File: src/rtl/tbx_pkg.sv
package tbx_pkg;

    localparam int BYTE_W = 8;
    localparam int OFF_W  = 9;   // a page spans 512 bytes

    typedef logic [BYTE_W-1:0] byte_t;
    typedef logic [OFF_W-1:0]  off_t;

    // offsets that the frame layout fixes
    localparam off_t OFF_DID   = 9'd1;
    localparam off_t OFF_CNT0  = 9'd2;
    localparam off_t OFF_CNT1  = 9'd3;
    localparam off_t END_SHORT = 9'd255;
    localparam off_t END_LONG  = 9'd511;
    localparam off_t MIN_SHORT = 9'd3;
    localparam off_t MIN_LONG  = 9'd4;

    typedef enum logic [2:0] {
        ST_IDLE,
        ST_ARMED,
        ST_HDR_DID,
        ST_HDR_C0,
        ST_HDR_C1,
        ST_STREAM
    } st_e;

    // attributes travelling with a RAM read
    typedef struct packed {
        logic sid;
        logic last;
    } rtag_t;

    // one queued output byte
    typedef struct packed {
        logic  last;
        byte_t data;
    } item_t;

    // layout of the frame in the page
    typedef struct packed {
        off_t hdr_end;
        off_t first;
        off_t last;
    } fmt_t;

    function automatic off_t clamp_up(byte_t cnt, off_t floor_v);
        off_t w;
        w = {1'b0, cnt};
        return (w < floor_v) ? floor_v : w;
    endfunction

    function automatic fmt_t decode_fmt(byte_t c0, byte_t c1, logic long_ok);
        fmt_t f;
        if (long_ok && (c0 == '0)) begin
            f.hdr_end = OFF_CNT1;
            f.first   = clamp_up(c1, MIN_LONG);
            f.last    = END_LONG;
        end else begin
            f.hdr_end = OFF_CNT0;
            f.first   = clamp_up(c0, MIN_SHORT);
            f.last    = END_SHORT;
        end
        return f;
    endfunction

endpackage

File: src/rtl/tbx_hdr_capture.sv
module tbx_hdr_capture
    import tbx_pkg::*;
(
    input  logic  clk,
    input  logic  rst,
    input  logic  cap_did,
    input  logic  cap_c0,
    input  logic  cap_c1,
    input  logic  long_en,
    input  byte_t rdata,
    output byte_t did,
    output fmt_t  fmt
);
    byte_t c0_q;

    always_ff @(posedge clk) begin
        if (rst) begin
            did  <= '0;
            c0_q <= '0;
            fmt  <= '0;
        end else begin
            if (cap_did) did  <= rdata;
            if (cap_c0)  c0_q <= rdata;
            if (cap_c1)  fmt  <= decode_fmt(c0_q, rdata, long_en);
        end
    end

    // the decoded data window always ends on a page-half boundary
    assert_fmt_end_R6: assert property (@(posedge clk) disable iff (rst)
        $past(cap_c1) |-> (fmt.last == END_SHORT || fmt.last == END_LONG));

    // the data never starts inside the header
    assert_fmt_clamp_R7: assert property (@(posedge clk) disable iff (rst)
        $past(cap_c1) |-> (fmt.first > fmt.hdr_end));

endmodule

File: src/rtl/tbx_addr_seq.sv
module tbx_addr_seq
    import tbx_pkg::*;
(
    input  logic clk,
    input  logic rst,
    input  logic start,
    input  logic step,
    input  fmt_t fmt,
    output off_t off,
    output logic busy,
    output logic at_last,
    output logic at_sid
);
    assign at_last = (off == fmt.last);
    assign at_sid  = (off == '0);

    always_ff @(posedge clk) begin
        if (rst) begin
            off  <= '0;
            busy <= 1'b0;
        end else if (start) begin
            off  <= '0;
            busy <= 1'b1;
        end else if (step && busy) begin
            if (at_last) begin
                busy <= 1'b0;
            end else if (off == fmt.hdr_end) begin
                off <= fmt.first;
            end else begin
                off <= off + 1'b1;
            end
        end
    end

    // reads are only requested while a frame is being walked
    assert_step_busy_R4: assert property (@(posedge clk) disable iff (rst)
        step |-> busy);

    // the walk never passes the end of the frame
    assert_off_bound_R4: assert property (@(posedge clk) disable iff (rst)
        busy |-> (off <= fmt.last));

endmodule

File: src/rtl/tbx_out_fifo.sv
module tbx_out_fifo
    import tbx_pkg::*;
#(
    parameter int DEPTH = 2
) (
    input  logic                       clk,
    input  logic                       rst,
    input  logic                       push,
    input  item_t                      push_item,
    input  logic                       pop,
    output item_t                      head,
    output logic [$clog2(DEPTH+1)-1:0] cnt,
    output logic                       empty
);
    localparam int PTR_W = (DEPTH > 1) ? $clog2(DEPTH) : 1;
    localparam logic [PTR_W-1:0] PTR_MAX = PTR_W'(DEPTH - 1);

    item_t            slot_q [DEPTH];
    logic [PTR_W-1:0] wp_q, rp_q;

    assign empty = (cnt == '0);
    assign head  = slot_q[rp_q];

    always_ff @(posedge clk) begin
        if (rst) begin
            wp_q <= '0;
            rp_q <= '0;
            cnt  <= '0;
            for (int i = 0; i < DEPTH; i++) slot_q[i] <= '0;
        end else begin
            if (push) begin
                slot_q[wp_q] <= push_item;
                wp_q         <= (wp_q == PTR_MAX) ? '0 : wp_q + 1'b1;
            end
            if (pop) begin
                rp_q <= (rp_q == PTR_MAX) ? '0 : rp_q + 1'b1;
            end
            case ({push, pop})
                2'b10:   cnt <= cnt + 1'b1;
                2'b01:   cnt <= cnt - 1'b1;
                default: cnt <= cnt;
            endcase
        end
    end

    // the read credit scheme must never overfill the queue
    assert_no_overflow_R8: assert property (@(posedge clk) disable iff (rst)
        (push && !pop) |-> (int'(cnt) < DEPTH));

    // nothing is taken from an empty queue
    assert_no_underflow_R8: assert property (@(posedge clk) disable iff (rst)
        pop |-> !empty);

endmodule

File: src/rtl/tbus_tx_streamer.sv
module tbus_tx_streamer
    import tbx_pkg::*;
#(
    parameter int NUM_PAGES  = 4,
    parameter int FIFO_DEPTH = 2
) (
    input  logic                               clk,
    input  logic                               rst,
    input  logic [7:0]                         node_id,
    input  logic                               long_en,
    input  logic                               irq_mask,
    input  logic                               cmd_valid,
    input  logic [$clog2(NUM_PAGES)-1:0]       cmd_page,
    input  logic                               token_grant,
    input  logic                               ack_in,
    output logic                               ram_rd_en,
    output logic [$clog2(NUM_PAGES)+OFF_W-1:0] ram_rd_addr,
    input  logic [7:0]                         ram_rd_data,
    output logic                               tx_valid,
    output logic [7:0]                         tx_data,
    output logic                               tx_last,
    input  logic                               tx_ready,
    output logic                               tx_avail,
    output logic                               tx_acked,
    output logic                               irq
);
    localparam int PAGE_W = $clog2(NUM_PAGES);
    localparam int CNT_W  = $clog2(FIFO_DEPTH + 1);

    st_e               st_q, st_d;
    logic [PAGE_W-1:0] page_q;
    logic              avail_q, acked_q, ack_seen_q;
    logic              accept, finish, pop, issue;
    logic              cap_did, cap_c0, cap_c1;
    byte_t             did;
    fmt_t              fmt;
    off_t              seq_off, rd_off;
    logic              seq_busy, seq_last, seq_sid;
    logic              inflight_q;
    rtag_t             tag_q;
    item_t             push_item, head;
    logic [CNT_W-1:0]  fifo_cnt;
    logic              fifo_empty;

    // ---------------- control ----------------
    assign accept  = cmd_valid && avail_q;
    assign cap_did = (st_q == ST_HDR_DID);
    assign cap_c0  = (st_q == ST_HDR_C0);
    assign cap_c1  = (st_q == ST_HDR_C1);
    assign pop     = tx_valid && tx_ready;
    assign finish  = pop && head.last;

    // a read may go out when queue + read in flight, after this pop, leave room
    assign issue = (st_q == ST_STREAM) && seq_busy &&
                   ((int'(fifo_cnt) + int'(inflight_q) - int'(pop)) < FIFO_DEPTH);

    always_comb begin
        st_d = st_q;
        case (st_q)
            ST_IDLE:    if (accept)      st_d = ST_ARMED;
            ST_ARMED:   if (token_grant) st_d = ST_HDR_DID;
            ST_HDR_DID: st_d = ST_HDR_C0;
            ST_HDR_C0:  st_d = ST_HDR_C1;
            ST_HDR_C1:  st_d = ST_STREAM;
            ST_STREAM:  if (finish)      st_d = ST_IDLE;
            default:    st_d = ST_IDLE;
        endcase
    end

    always_ff @(posedge clk) begin
        if (rst) st_q <= ST_IDLE;
        else     st_q <= st_d;
    end

    // ---------------- RAM read port ----------------
    always_comb begin
        ram_rd_en = 1'b0;
        rd_off    = seq_off;
        case (st_q)
            ST_ARMED: if (token_grant) begin
                ram_rd_en = 1'b1;
                rd_off    = OFF_DID;
            end
            ST_HDR_DID: begin
                ram_rd_en = 1'b1;
                rd_off    = OFF_CNT0;
            end
            ST_HDR_C0: begin
                ram_rd_en = 1'b1;
                rd_off    = OFF_CNT1;
            end
            ST_STREAM: ram_rd_en = issue;
            default:   ram_rd_en = 1'b0;
        endcase
    end

    assign ram_rd_addr = {page_q, rd_off};

    // ---------------- header and walk ----------------
    tbx_hdr_capture u_hdr (
        .clk     (clk),
        .rst     (rst),
        .cap_did (cap_did),
        .cap_c0  (cap_c0),
        .cap_c1  (cap_c1),
        .long_en (long_en),
        .rdata   (ram_rd_data),
        .did     (did),
        .fmt     (fmt)
    );

    tbx_addr_seq u_seq (
        .clk     (clk),
        .rst     (rst),
        .start   (cap_c1),
        .step    (issue),
        .fmt     (fmt),
        .off     (seq_off),
        .busy    (seq_busy),
        .at_last (seq_last),
        .at_sid  (seq_sid)
    );

    always_ff @(posedge clk) begin
        if (rst) begin
            inflight_q <= 1'b0;
            tag_q      <= '0;
        end else begin
            inflight_q <= issue;
            tag_q      <= '{sid: seq_sid, last: seq_last};
        end
    end

    // the stored source slot is replaced on the way into the queue
    assign push_item = '{last: tag_q.last,
                         data: tag_q.sid ? node_id : ram_rd_data};

    tbx_out_fifo #(.DEPTH(FIFO_DEPTH)) u_fifo (
        .clk       (clk),
        .rst       (rst),
        .push      (inflight_q),
        .push_item (push_item),
        .pop       (pop),
        .head      (head),
        .cnt       (fifo_cnt),
        .empty     (fifo_empty)
    );

    assign tx_valid = !fifo_empty;
    assign tx_data  = head.data;
    assign tx_last  = head.last;

    // ---------------- status ----------------
    always_ff @(posedge clk) begin
        if (rst) begin
            avail_q    <= 1'b1;
            acked_q    <= 1'b0;
            ack_seen_q <= 1'b0;
            page_q     <= '0;
        end else if (accept) begin
            avail_q    <= 1'b0;
            acked_q    <= 1'b0;
            ack_seen_q <= 1'b0;
            page_q     <= cmd_page;
        end else begin
            if (ack_in && !avail_q) ack_seen_q <= 1'b1;
            if (finish) begin
                avail_q <= 1'b1;
                acked_q <= (ack_seen_q || ack_in) && (did != '0);
            end
        end
    end

    assign tx_avail = avail_q;
    assign tx_acked = acked_q;
    assign irq      = avail_q && irq_mask;

    // ---------------- assertions ----------------
    assert_accept_clears_R2: assert property (@(posedge clk) disable iff (rst)
        (cmd_valid && tx_avail) |=> (!tx_avail && !tx_acked));

    assert_busy_cmd_ignored_R2: assert property (@(posedge clk) disable iff (rst)
        (cmd_valid && !tx_avail) |=> $stable(page_q));

    assert_idle_quiet_R3: assert property (@(posedge clk) disable iff (rst)
        tx_avail |-> (!ram_rd_en && !tx_valid));

    assert_hold_R8: assert property (@(posedge clk) disable iff (rst)
        (tx_valid && !tx_ready) |=> (tx_valid && $stable(tx_data) && $stable(tx_last)));

    assert_done_after_last_R9: assert property (@(posedge clk) disable iff (rst)
        $rose(tx_avail) |-> $past(tx_valid && tx_ready && tx_last));

    assert_bcast_no_ack_R10: assert property (@(posedge clk) disable iff (rst)
        $rose(tx_acked) |-> (did != '0));

endmodule

File: config.mk
export PLATFORM = sky130hd
export DESIGN_NAME = tbus_tx_streamer
export DESIGN_NICKNAME = d
export VERILOG_FILES = /design/src/rtl/tbx_pkg.sv /design/src/rtl/tbx_hdr_capture.sv /design/src/rtl/tbx_addr_seq.sv /design/src/rtl/tbx_out_fifo.sv /design/src/rtl/tbus_tx_streamer.sv
export SDC_FILE = /design/constraint.sdc
export NUM_CORES = 1
export LEC_CHECK = 0
export BUFFER_PORTS_ARGS = -buffer_cell sky130_fd_sc_hd__buf_4
export CAP_MARGIN = 10
export CORE_MARGIN = 2
export CORE_UTILIZATION = 55
export CTS_CLUSTER_DIAMETER = 200
export DETAILED_ROUTE_END_ITERATION = 12
export GPL_TIMING_DRIVEN = 1
export PLACE_DENSITY = 0.81
export SYNTH_ARGS = -nofsm -noshare
export SYNTH_HDL_FRONTEND = slang
export SYNTH_SLANG_ARGS = --single-unit
File: constraint.sdc
create_clock -name clk -period 2.5 [get_ports clk]
set_input_delay 0 -clock clk [delete_from_list [all_inputs] [get_ports clk]]
set_output_delay 0 -clock clk [all_outputs]
set_load 0.05 [all_outputs]
==> impl_results.md <==
* Status: completed
* Die area at 6510 um2
* Worst Skew at 0.00899 ns
* Post-DP Area at 3670 um2
* Worst hold path type: primary input to flip-flop
* CP Max Fanout at 7
* Dominant cells by area after synthesis: dfxtp_1, edfxtp_1, mux2i_1
* CP bufs+invs at 1
* Final Hold Viols at 0
* Synthesis Warnings at 0
* Die width at 80.7 um
* Crit-path cells: inv_1, and3_1, a21o_1, nand2_1, fa_1, xnor2_1, nand3_2, and3b_4, a21oi_1, a211oi_1
* GP Congestion at 0.914
* DR vias at 2802
* Crit start category: flip-flop
* Worst hold path depth at 4
* #FFs+latches synth at 70
* Nets at 443
* Post-Syn Instances at 347
* Critical-path cell with the highest stage delay: fa_1
* WP depth at 10
* Post-synth cell types at 46
* Largest family of logic cells by synthesized area: simple AND/OR/NAND/NOR gates
* Syn_area_per_cell at 9.31 um2
* Most frequent cells in the layout: nor2_1, buf_4, dfxtp_1
* Dominant synthesized flop cell: dfxtp_1
* DRC at 0
* Number of global-route vias before repair at 2616
* Post-synth top area share at 32.2%
* Core ar. at 5570 um2
* Synth-to-layout area growth at 25.3%
* FILL cells at 407
* Overall Global Routing Usage at 25.3%
* H-tree levels at 3
* Max cap viols at 0
* Clock root buffer: clkbuf_8
* Via/cell ratio at 5.71
* Mux contribution to synthesized area at 11.5%
* Top Family by Delay on Critical Path: simple AND/OR/NAND/NOR gates
* CP Class: flip-flop to flip-flop
* First-pass GRT wire length at 12.4 mm
* Post-synthesis sequential area ratio at 48.9%
* Ys async rst share at 0%
* WL per Instance at 15.9 um
* XOR/XNOR Fraction of Synth Area at 1.90%
* Hold Path Origin: ack_in
* Worst Path Required at 2.75 ns
* HPWL Detailed at 5.19 mm
* Slew @ Worst Pin at 0.634 ns
* VDD IR max at 0.453 mV
* Setup-failing EPs final at 0
* GRT overflow at 0
* Leading area contributor after synthesis: dfxtp_1
* Share of post-route cells with drive strength above 1 at 20.8%
* Syn_nets at 376
* Commonest non-fill, non-tap cell in the layout: nor2_1
* Cell Rows at 27
* Design area at 4050 um2
* CTS tree: built
* Crit path time final at 2.38 ns
* Clk slew on worst S/H paths at 0.07 ns
* Worst Setup SP: u_fifo.cnt[0]$_SDFFE_PP0P_
* Slowest cell delay on critical path at 0.42 ns
* Simple-gate share of the synthesized area at 20.0%
* Worst R2R Path Depth at 10
* PwrDens at 615 nW/um2
* Post-synthesis compound-gate area fraction at 12.7%
* Number of top-level pins at 51
* Number of port buffers at 50
* Num CTS Buffers at 9
* Final WL at 7.80 mm
* Largest net degree at the start of global routing at 40
* Critical Path AT at 2.63 ns
* Initial antenna violation count at 0
* Antenna cells at 0
* Starting Density at 58.0%
* Clk_lat worst skew at 0.35 ns
* Slew Limit Fails at 0
* Post-Syn Area at 3230 um2
* Crit share post-route at 95.3%
* Lkg Pwr at 1.69 nW
* Worst R2R Start: u_fifo.cnt[0]$_SDFFE_PP0P_
* Die span in y at 80.7 um
* Clock Path Buffers at 2
* Post-layout util at 72.6%
* Adder-Cell Fraction of Synth Area at 1.39%
* Fmax at 420 MHz
* DRT iter0 DRCs at 210
* Slew Limit Headroom at 57.6%
* CTS sink cnt at 70
* Pre-antenna DRT Iters at 5
* Remaining antenna violation count at 0
* Post-synth EDFFs at 18
* CP Capture Type: flip-flop
-- metrics by stage --
stage | cells | hold WS [ns] | setup TNS [ns] | total power, mW | setup WS (ns)
floorplan | 347 | 0.136 | 0 | 1.42 | 0.238
global placement | 458 | 0.256 | 0 | 1.51 | 0.256
detailed placement | 458 | 0.271 | 0 | 1.51 | 0.181
CTS | 488 | 0.00186 | 0 | 2.49 | 0.139
global route | 491 | 0.0221 | -0.0736 | 2.58 | -0.0435
finish | 491 | 0.00298 | 0 | 2.49 | 0.118
-- where the power goes --
part | internal (mW) | switching (mW) | total, mW
sequential | 1.19 | 0.0279 | 1.22
combinational | 0.119 | 0.169 | 0.288
clock | 0.554 | 0.429 | 0.983
-- cell type report --
class / count / area, um2 / area share (%)
sequential: 70 / 1580 / 39.1
multi-input combinational: 249 / 1550 / 38.2
timing repair buffer: 71 / 568 / 14.0
clock buffer: 9 / 124 / 3.06
tap: 72 / 90.1 / 2.22
clock inverter: 7 / 88.8 / 2.19
inverter: 13 / 48.8 / 1.21
-- metal layers --
layer | track usage (%) | vias to the layer above | part of all wire, %
met2 | 43.9 | 91 | 50
met4 | 10.8 | 0 | 1.8
met1 | 30.6 | 1323 | 43
met5 | 0 | - | 0
li1 | - | 1374 | -
met3 | 4.38 | 14 | 5.3
-- cells by family after synthesis --
group / Yosys count
fa+ha+maj: 3
mux: 36
xor+xnor: 7
compound gates: 68
buf+inv: 29
simple gates: 134
flops: 70
-- worst register-to-register path, stage by stage (launching register included) --
cell	delay [ns]
dfxtp_1	0.34
inv_1	0.07
and3_1	0.18
a21o_1	0.13
nand2_1	0.08
fa_1	0.42
xnor2_1	0.19
nand3_2	0.16
and3b_4	0.39
a21oi_1	0.08
a211oi_1	0.26
-- repair_timing --
action,CTS,global route
hold buffers,14,0
setup endpoints to repair,0,1
gates resized for setup,0,1
buffers inserted,0,2
hold endpoints to repair,22,0
-- worst paths after layout --
path / endpoint / slack [ns]
worst min register to register: page_q[0]$_SDFFE_PP0P_ / 0.47
worst min-delay path: ack_seen_q$_SDFFE_PP0P_ / 0.003
worst max register to register: u_seq.off[4]$_SDFFE_PP0P_ / 0.12
worst max-delay path: u_seq.off[4]$_SDFFE_PP0P_ / 0.12
-- cell usage after synthesis (3+ instances only) --
cell,instances
nand4_1,4
xnor2_1,5
nand2_1,24
a21oi_1,25
and4_1,3
o31ai_1,3
o21ai_0,16
o22ai_1,3
nor3_1,8
a21o_1,5
a31oi_1,3
nor4_1,4
nor2b_1,7
mux2_2,10
dfxtp_1,52
mux2i_1,26
edfxtp_1,18
nand3_1,7
inv_1,13
clkbuf_1,13
nor2_1,60
a211oi_1,5
-- sequential cells by signal (all words and copies together) (netlist names), named ones only --
name / flops
u_fifo.slot_q: 18
u_hdr.fmt: 10
u_seq.off: 9
u_hdr.c0_q: 8
u_hdr.did: 8
st_q: 3
page_q: 2
u_fifo.cnt: 2
ack_seen_q: 1
inflight_q: 1
push_item: 1
tag_q: 1
tx_acked: 1
tx_avail: 1
u_fifo.rp_q: 1
u_fifo.wp_q: 1
u_seq.busy: 1
(Power assumes the default switching activity.)
